[config.mk]
export PLATFORM = sky130hd
export DESIGN_NAME = dev_window_decoder
export DESIGN_NICKNAME = d
export VERILOG_FILES = /design/src/rtl/dwin_pkg.sv /design/src/rtl/dwin_cfg_reg.sv /design/src/rtl/dwin_match.sv /design/src/rtl/dev_window_decoder.sv
export SDC_FILE = /design/constraint.sdc
export NUM_CORES = 1
export LEC_CHECK = 0
export BUFFER_PORTS_ARGS = -buffer_cell sky130_fd_sc_hd__buf_2
export CAP_MARGIN = 20
export CORE_ASPECT_RATIO = 0.9
export CORE_MARGIN = 8
export CORE_UTILIZATION = 39
export CTS_CLUSTER_DIAMETER = 30
export DETAILED_ROUTE_END_ITERATION = 8
export PLACE_DENSITY = 0.77
export REMOVE_ABC_BUFFERS = 1
export SLEW_MARGIN = 20
export SYNTH_ARGS = -nofsm -noshare
export SYNTH_HDL_FRONTEND = slang
export SYNTH_HIERARCHICAL = 1
export SYNTH_SLANG_ARGS = --single-unit
[constraint.sdc]
create_clock -name clk -period 1.8 [get_ports clk]
set_input_delay 0.36 -clock clk [delete_from_list [all_inputs] [get_ports clk]]
set_output_delay 0.36 -clock clk [all_outputs]
set_load 0.02 [all_outputs]
[src/rtl/dwin_pkg.sv]
package dwin_pkg;

    localparam int PADDR_W  = 36;
    localparam int REG_W    = 32;
    localparam int BASE_W   = 21;
    localparam int BLK_W    = 9;
    localparam int BASE_LSB = 15;
    localparam int BLK_LSB  = 6;

    // Register image, MSB first: base, enable, control-block flag, size
    typedef struct packed {
        logic [BASE_W-1:0] base;
        logic              en;
        logic              ctrl;
        logic [BLK_W-1:0]  size;
    } win_reg_t;

    typedef struct packed {
        logic             hit;
        logic [BLK_W-1:0] blk;
    } win_resp_t;

    // Base bit i maps to physical address bit i+BASE_LSB
    function automatic logic base_bit_impl(int pa_w, int i);
        return (i + BASE_LSB) < pa_w;
    endfunction

    function automatic logic [BASE_W-1:0] base_mask(int pa_w);
        logic [BASE_W-1:0] m;
        for (int i = 0; i < BASE_W; i++) m[i] = base_bit_impl(pa_w, i);
        return m;
    endfunction

endpackage

[src/rtl/dwin_cfg_reg.sv]
module dwin_cfg_reg
    import dwin_pkg::*;
#(
    parameter int              PA_WIDTH    = 32,
    parameter logic            PRESET_CTRL = 1'b1,
    parameter logic [BLK_W-1:0] PRESET_SIZE = 9'd5
) (
    input  logic              clk,
    input  logic              rst,
    input  logic              access_ok,
    input  logic              wr_en,
    input  logic [REG_W-1:0]  wr_data,
    output logic [REG_W-1:0]  rd_data,
    output logic [BASE_W-1:0] base_o,
    output logic              en_o
);

    win_reg_t wr_img;
    win_reg_t rd_img;
    logic     wr_go;

    assign wr_img = win_reg_t'(wr_data);
    assign wr_go  = wr_en && access_ok;

    // One flop per implemented base bit; the rest are tied to zero
    for (genvar g = 0; g < BASE_W; g++) begin : g_base
        if (base_bit_impl(PA_WIDTH, g)) begin : g_flop
            logic q;
            always_ff @(posedge clk) begin
                if (rst)        q <= 1'b0;
                else if (wr_go) q <= wr_img.base[g];
            end
            assign base_o[g] = q;
        end else begin : g_zero
            assign base_o[g] = 1'b0;
        end
    end

    always_ff @(posedge clk) begin
        if (rst)        en_o <= 1'b0;
        else if (wr_go) en_o <= wr_img.en;
    end

    always_comb begin
        rd_img.base = base_o;
        rd_img.en   = en_o;
        rd_img.ctrl = PRESET_CTRL;
        rd_img.size = PRESET_SIZE;
        rd_data     = access_ok ? REG_W'(rd_img) : '0;
    end

endmodule

[src/rtl/dwin_match.sv]
module dwin_match
    import dwin_pkg::*;
(
    input  logic [PADDR_W-1:0] addr,
    input  logic [BASE_W-1:0]  base,
    input  logic               en,
    input  logic [BLK_W-1:0]   size,
    output win_resp_t          resp
);

    logic [BASE_W-1:0] page;
    logic [BLK_W-1:0]  idx;
    logic              page_eq;
    logic              in_range;

    always_comb begin
        page     = addr[PADDR_W-1:BASE_LSB];
        idx      = addr[BASE_LSB-1:BLK_LSB];
        page_eq  = (page == base);
        in_range = (idx <= size);
        resp.hit = en && page_eq && in_range;
        resp.blk = resp.hit ? idx : '0;
    end

endmodule

[src/rtl/dev_window_decoder.sv]
module dev_window_decoder
    import dwin_pkg::*;
#(
    parameter int               PA_WIDTH    = 32,
    parameter logic             PRESET_CTRL = 1'b1,
    parameter logic [8:0]       PRESET_SIZE = 9'd5
) (
    input  logic        clk,
    input  logic        rst,
    input  logic        access_ok,
    input  logic        reg_wr_en,
    input  logic [31:0] reg_wr_data,
    output logic [31:0] reg_rd_data,
    input  logic [35:0] req_addr,
    output logic        win_hit,
    output logic [8:0]  win_blk
);

    logic [BASE_W-1:0] base_q;
    logic              en_q;
    win_resp_t         resp;

    dwin_cfg_reg #(
        .PA_WIDTH   (PA_WIDTH),
        .PRESET_CTRL(PRESET_CTRL),
        .PRESET_SIZE(PRESET_SIZE)
    ) u_cfg (
        .clk      (clk),
        .rst      (rst),
        .access_ok(access_ok),
        .wr_en    (reg_wr_en),
        .wr_data  (reg_wr_data),
        .rd_data  (reg_rd_data),
        .base_o   (base_q),
        .en_o     (en_q)
    );

    dwin_match u_match (
        .addr(req_addr),
        .base(base_q),
        .en  (en_q),
        .size(PRESET_SIZE),
        .resp(resp)
    );

    assign win_hit = resp.hit;
    assign win_blk = resp.blk;

endmodule

==> results of run 1 <==
power by group through the flow:
stage	Combinational (mW)	Sequential [mW]	Clock (mW)
global placement	0.313	0.439	0
floorplan	0.167	0.437	0
global route	0.418	0.434	0.356
finish	0.382	0.431	0.326
CTS	0.347	0.431	0.345
detailed placement	0.318	0.440	0
state kept, by name, indices dropped and copies added, names as in the netlist:
name                   cells
u_cfg/g_base.g_flop.q     17
u_cfg/en_o                 1
kinds of logic (layout without fill, tap and decap cells):
kind of cell,after synthesis,in the layout,synth area share
fa+ha+maj,9,9,0.0627
simple gates,60,60,0.208
other cells,3,24,0.00627
flops,18,18,0.201
xor+xnor,21,21,0.102
compound gates,43,44,0.201
buf+inv,56,111,0.219
worst max-delay path, cell delays in order:
cell and delay, ns:
buf_6 0.10, ha_4 0.26, nand4_1 0.15, nor2_2 0.20, and4_4 0.28, a21oi_4 0.08
nor4b_2 0.30, buf_4 0.19
cells in the mapped netlist:
library cell  count  share of area
buf_4            35           0.15
and2_1           18          0.063
and4_1            1         0.0049
ha_1              9          0.063
xor2_1           12          0.059
nor2_1            2         0.0042
nor4_2            1         0.0070
o21ai_0           1         0.0028
buf_6             6          0.038
nand2_1           3         0.0063
nor4b_1           8          0.039
nor2b_1           1         0.0035
a21oi_2          13          0.063
a21oi_1           8          0.022
nor3_1            1         0.0028
a21bo_2           4          0.022
buf_2             5          0.014
conb_1            3         0.0063
nor4_1            3          0.010
a211oi_1          1         0.0042
nand4_2           1         0.0070
inv_1             9          0.019
o22ai_1           1         0.0035
nand3_1          18          0.050
xnor2_1           9          0.044
dfxtp_1          18           0.20
clkbuf_1          1         0.0021
o21a_1            1         0.0042
a21bo_1          14          0.078
nand4_1           3          0.010
metrics by stage:
| step | total power, mW | cell area [sq um] | utilization |
|---|---|---|---|
| detailed placement | 0.758 | 2110 | 0.475 |
| global route | 1.21 | 2430 | 0.548 |
| finish | 1.14 | 2430 | 0.548 |
| floorplan | 0.604 | 1520 | - |
| global placement | 0.751 | 2110 | 0.475 |
| CTS | 1.12 | 2310 | 0.520 |
worst min path at each step:
stage / slack (ns) / cells after the start / startpoint / endpoint
global route: 0.36 / 3 / reg_wr_data[20] / u_cfg/g_base[9].g_flop.q
global placement: 0.58 / 2 / u_cfg/en_o / u_cfg/en_o
finish: 0.36 / 3 / reg_wr_data[27] / u_cfg/g_base[16].g_flop.q
detailed placement: 0.60 / 2 / u_cfg/g_base[15].g_flop.q / u_cfg/g_base[15].g_flop.q
floorplan: 0.42 / 1 / rst / u_cfg/g_base[0].g_flop.q
CTS: 0.35 / 3 / reg_wr_data[27] / u_cfg/g_base[16].g_flop.q
area by class of cell:
class / count / area, sq um / share of cell area
clock buffer: 4 / 55.1 / 0.0227
timing repair buffer: 98 / 592 / 0.244
multi-input combinational: 158 / 1310 / 0.539
inverter: 9 / 33.8 / 0.0139
tap: 62 / 77.6 / 0.0319
sequential: 18 / 363 / 0.149
timing repair:
action,4_1_cts,5_1_grt
hold endpoints to repair,0,0
endpoints found under the setup margin,10,10
gates cloned,2,0
pin swaps,12,7
buffers inserted,2,1
gates resized for setup,27,20
routing by layer:
layer  track usage  up-vias  part of all wire
met4        0.0326        0             0.018
met2         0.245       50              0.53
li1              -      813                 -
met3        0.0428        6             0.070
met1         0.140      765              0.39
met5             0        -                 0
==> metrics.txt, run 1 <==
outcome finished, violations left; failing checks negative setup slack; area grow syn2layout 35.3%; DRT Pass-1 Iters 4; die area 7030 sq um; IO buf count between 80 and 90; vias after detailed routing 1634; final net count around 370; clk_skew 0 ns; CTS buffer count 3; Final Non-Filler Cells between 300 and 400; drt wl/cell about 14 um; TritonCTS clock tree yes; post-synthesis instance total between 200 and 250; row cnt 23; Initial Util 0.405; Max Slew Vio Count 0; RR Endpoint u_cfg/g_base[0].g_flop.q; grt ovf 0; P_sw between 300 and 400 uW; peak supply drop 412 uV; post-DP HPWL 3370 um; Critical Path RT roughly 1.4 ns; Fill cells 450; GRT Overall Usage 0.132; cell-internal power 788 uW; Bufs on Longest Clock Path 2; Root Driver clkbuf_8; average instance area after synthesis about 8.5 sq um; RePlAce Congestion ~0.71; unrepaired setup endpoints after global routing yes; CP startpoint req_addr[13]; number of max-cap violations 0; Leak 1.13 nW; Hold WC Path Type input pin to flip-flop; worst r2r src u_cfg/g_base[0].g_flop.q; Reg2Reg Setup Slack roughly 0.95 ns; Mapped Area 1800 sq um; CP endpoint kind output pin; Seq pwr share 0.379; Total Neg Setup Slack -4.36 ns; CTS clock-pin slew for the worst setup and hold paths ~0.070 ns; Final Hold Fails 0; DP Cell Count 340; Logic pwr share 0.335; layout cells sized above 1 0.495; dpl ws -0.524 ns; startpoint types input pin; fin worst setup slack -0.483 ns; power per cell area 469 nW/um^2; power share of the clock group 0.286; yosys warns 6; Setup Crit Path Kind input pin to output pin; Post-DRT Antenna Nets 0; # setup viols final 10; Setup crit end win_blk[7]; DRT Wirelength slightly below 5000 um; Worst EP arrival around 1.9 ns; post-synthesis sequential area ratio 0.201; Iteration-0 DRC Markers 70; commonest cells after routing, fill and taps aside buf_2 (70), conb_1 (24), buf_4 (22); vias per inst around 4.7; ANT cells 0; period utilization 1.27; Max H-tree Level 1; Die W just under 90 um; f_max ~0.44 GHz; global-route wire length before repair around 7500 um; largest net degree at the start of global routing 58; top fanout value on the critical path 5; count of cell types in the netlist 30; worst skew pair latency 0.25 ns; commonest non-fill, non-tap cell in the layout buf_2; Reg2Reg Depth 3; # hold bufs at CTS 0; initial antenna violation count 0; Yosys reg bits 18; die height around 80 um; vias in the first global route around 1700; switching share of total power 0.308; core area approximately 4400 sq um; Tmin final between 2 and 2.5 ns; drt drc 0; WHS approximately 0.36 ns; clk sink count 18; I/O pin total 114
(Power assumes the default switching activity.)
==> run 2, diff against run 1 <==
--- a/config.mk
+++ b/config.mk
@@ -7,7 +7,6 @@
 export LEC_CHECK = 0
 export BUFFER_PORTS_ARGS = -buffer_cell sky130_fd_sc_hd__buf_2
 export CAP_MARGIN = 20
-export CORE_ASPECT_RATIO = 0.9
 export CORE_MARGIN = 8
 export CORE_UTILIZATION = 39
 export CTS_CLUSTER_DIAMETER = 30
==> run 2 against run 1 <==
  * Fmax grew 4.2%
  * Total power rose by 1.5%
  * Largest power group unchanged
  * Critical path depth stayed put
  * Sequential share of layout area is 0.34 points lower
  * Routed wire length decreased by 5.4%
  * Critical path type unchanged
  * Cell area is 2.0% higher
  * Die area about the same
  * Clock skew did not move
  * The run still ends with negative setup slack left
  * Global-route usage fell by 0.44 points
  * Clock-buffer cell count unchanged
==> metrics.txt, run 2 (synthesized netlist as in run 1, its figures left out) <==
outcome finished, violations left; failing checks negative setup slack; # hold bufs at CTS 0 (unchanged); I/O pin total 114 (unchanged); clk_skew 0 ns (unchanged); DP Cell Count 334 (-1.8%); RePlAce Congestion 0.778 (+9.0%); number of max-cap violations 0 (unchanged); global-route wire length before repair 7820 um (+3.9%); Tmin final 2.19 ns (-0.0930 ns); Final Non-Filler Cells 342 (-2.0%); Max H-tree Level 1 (unchanged); Hold WC Path Type input pin to flip-flop; period utilization 1.22 (-0.0516); final net count 372 (+0.81%); power per cell area 467 nW/um^2 (-0.46%); biggest regs u_cfg/g_base.g_flop.q (17), u_cfg/en_o (1); TritonCTS clock tree yes; f_max 0.457 GHz (+4.2%); post-DP HPWL 3380 um (+0.27%); Total Neg Setup Slack -3.53 ns (+0.829 ns); startpoint types input pin; Setup Crit Path Kind input pin to output pin; design area 2480 sq um (+2.0%); Tot Pwr 1.16 mW (+1.5%); DRT Wirelength 4640 um (-5.4%); unrepaired setup endpoints after global routing yes; CTS buffer count 3 (unchanged); Post-DRT Antenna Nets 0 (unchanged); # setup viols final 10 (unchanged); WHS 0.354 ns (-0.00200 ns); initial antenna violation count 0 (unchanged); core area 4380 sq um (-1.1%); register cell area after layout 362 sq um (-0.34%); Post-DP Area 2140 sq um (+1.4%); Worst EP arrival 1.83 ns (-0.09 ns); IO buf count 82 (unchanged); Root Driver clkbuf_8; worst skew pair latency 0.25 ns (about the same); max reg flops 17 (unchanged); Iteration-0 DRC Markers 20 (-71%); GRT Overall Usage 0.128 (-0.00439); clk sink count 18 (unchanged); vias per inst 4.74 (+1.3%); commonest non-fill, non-tap cell in the layout buf_2; vias in the first global route 1788 (+5.7%); area grow syn2layout 38.0%; vias after detailed routing 1622 (-0.73%); fin worst setup slack -0.390 ns (+0.0930 ns); fin util 0.565 (+0.0171); drt wl/cell 13.6 um (-3.5%); Leak 1.14 nW (+1.1%); Fill cells 392 (-13%); largest net degree at the start of global routing 58 (unchanged); die height 83.9 um (+4.3%); DRT Pass-1 Iters 4 (unchanged); commonest cells after routing, fill and taps aside buf_2 (68), buf_4 (25), conb_1 (24); CP endpoint kind output pin; grt ovf 0 (unchanged); Initial Util 0.410 (+0.00439); dpl ws -0.475 ns (+0.0490 ns); drt drc 0 (unchanged); area of the multi-input gates 1330 sq um (+1.4%); die area 7030 sq um (about the same); top fanout value on the critical path 5 (unchanged); ANT cells 0 (unchanged); Max Slew Vio Count 0 (unchanged); Bufs on Longest Clock Path 2 (unchanged); peak supply drop 365 uV (-11%); Critical Path RT 1.44 ns (about the same); layout cells sized above 1 0.510 (+0.0156); row cnt 24 (+4.3%); Die W 83.9 um (-4.2%); CTS clock-pin slew for the worst setup and hold paths 0.07 ns (about the same); Final Hold Fails 0 (unchanged); register bank with the most flops u_cfg/g_base.g_flop.q
## run 2: cell types whose count changed in the layout (fill, tap and decap cells not counted), moves of 2 or more
cell,previous run,this run
ha_4,4,6
ha_1,5,3
buf_2,70,68
buf_4,22,25
nor4b_4,4,2
nor4b_2,4,6
## run 2: worst max-delay path, cell delays in order
cell     delay [ns]
buf_6          0.10
ha_4           0.26
nand4_1        0.14
nor2_2         0.13
and4_4         0.26
a21oi_4        0.07
nor4b_4        0.31
buf_4          0.19
## run 2: where the power goes
part | total [mW] | switching (mW) | internal (mW) | leakage (nW)
sequential | 0.430 | 0.0129 | 0.417 | 0.148
clock | 0.331 | 0.137 | 0.194 | 0.0288
combinational | 0.396 | 0.207 | 0.189 | 0.964
## run 2: worst paths after layout
check,from,end,slack (ns),cells after the start
setup / recovery,req_addr[13],win_blk[8],-0.39,8
hold / removal,reg_wr_data[25],u_cfg/g_base[14].g_flop.q,0.35,3
setup reg to reg,u_cfg/g_base[6].g_flop.q,u_cfg/g_base[6].g_flop.q,0.94,3
hold reg to reg,u_cfg/g_base[9].g_flop.q,u_cfg/g_base[9].g_flop.q,0.60,2
## run 2: what timing repair did
action	in CTS	in global routing
gates resized for setup	41	7
gates cloned	1	0
endpoints found under the setup margin	10	10
buffers inserted	3	0
pin swaps	16	3
## run 2: layout make-up
class / instances / share of cell area
clock buffer: 4 / 0.0222
multi-input combinational: 158 / 0.536
tap: 52 / 0.0262
timing repair buffer: 101 / 0.256
sequential: 18 / 0.146
inverter: 9 / 0.0136
## run 2: layer usage
layer  vias up  GRT usage  wire [um]
met5         -          0          0
met4         0     0.0298         36
met3         4     0.0557        448
met2        64      0.225       2310
met1       734      0.136       1850
li1        820          -          -
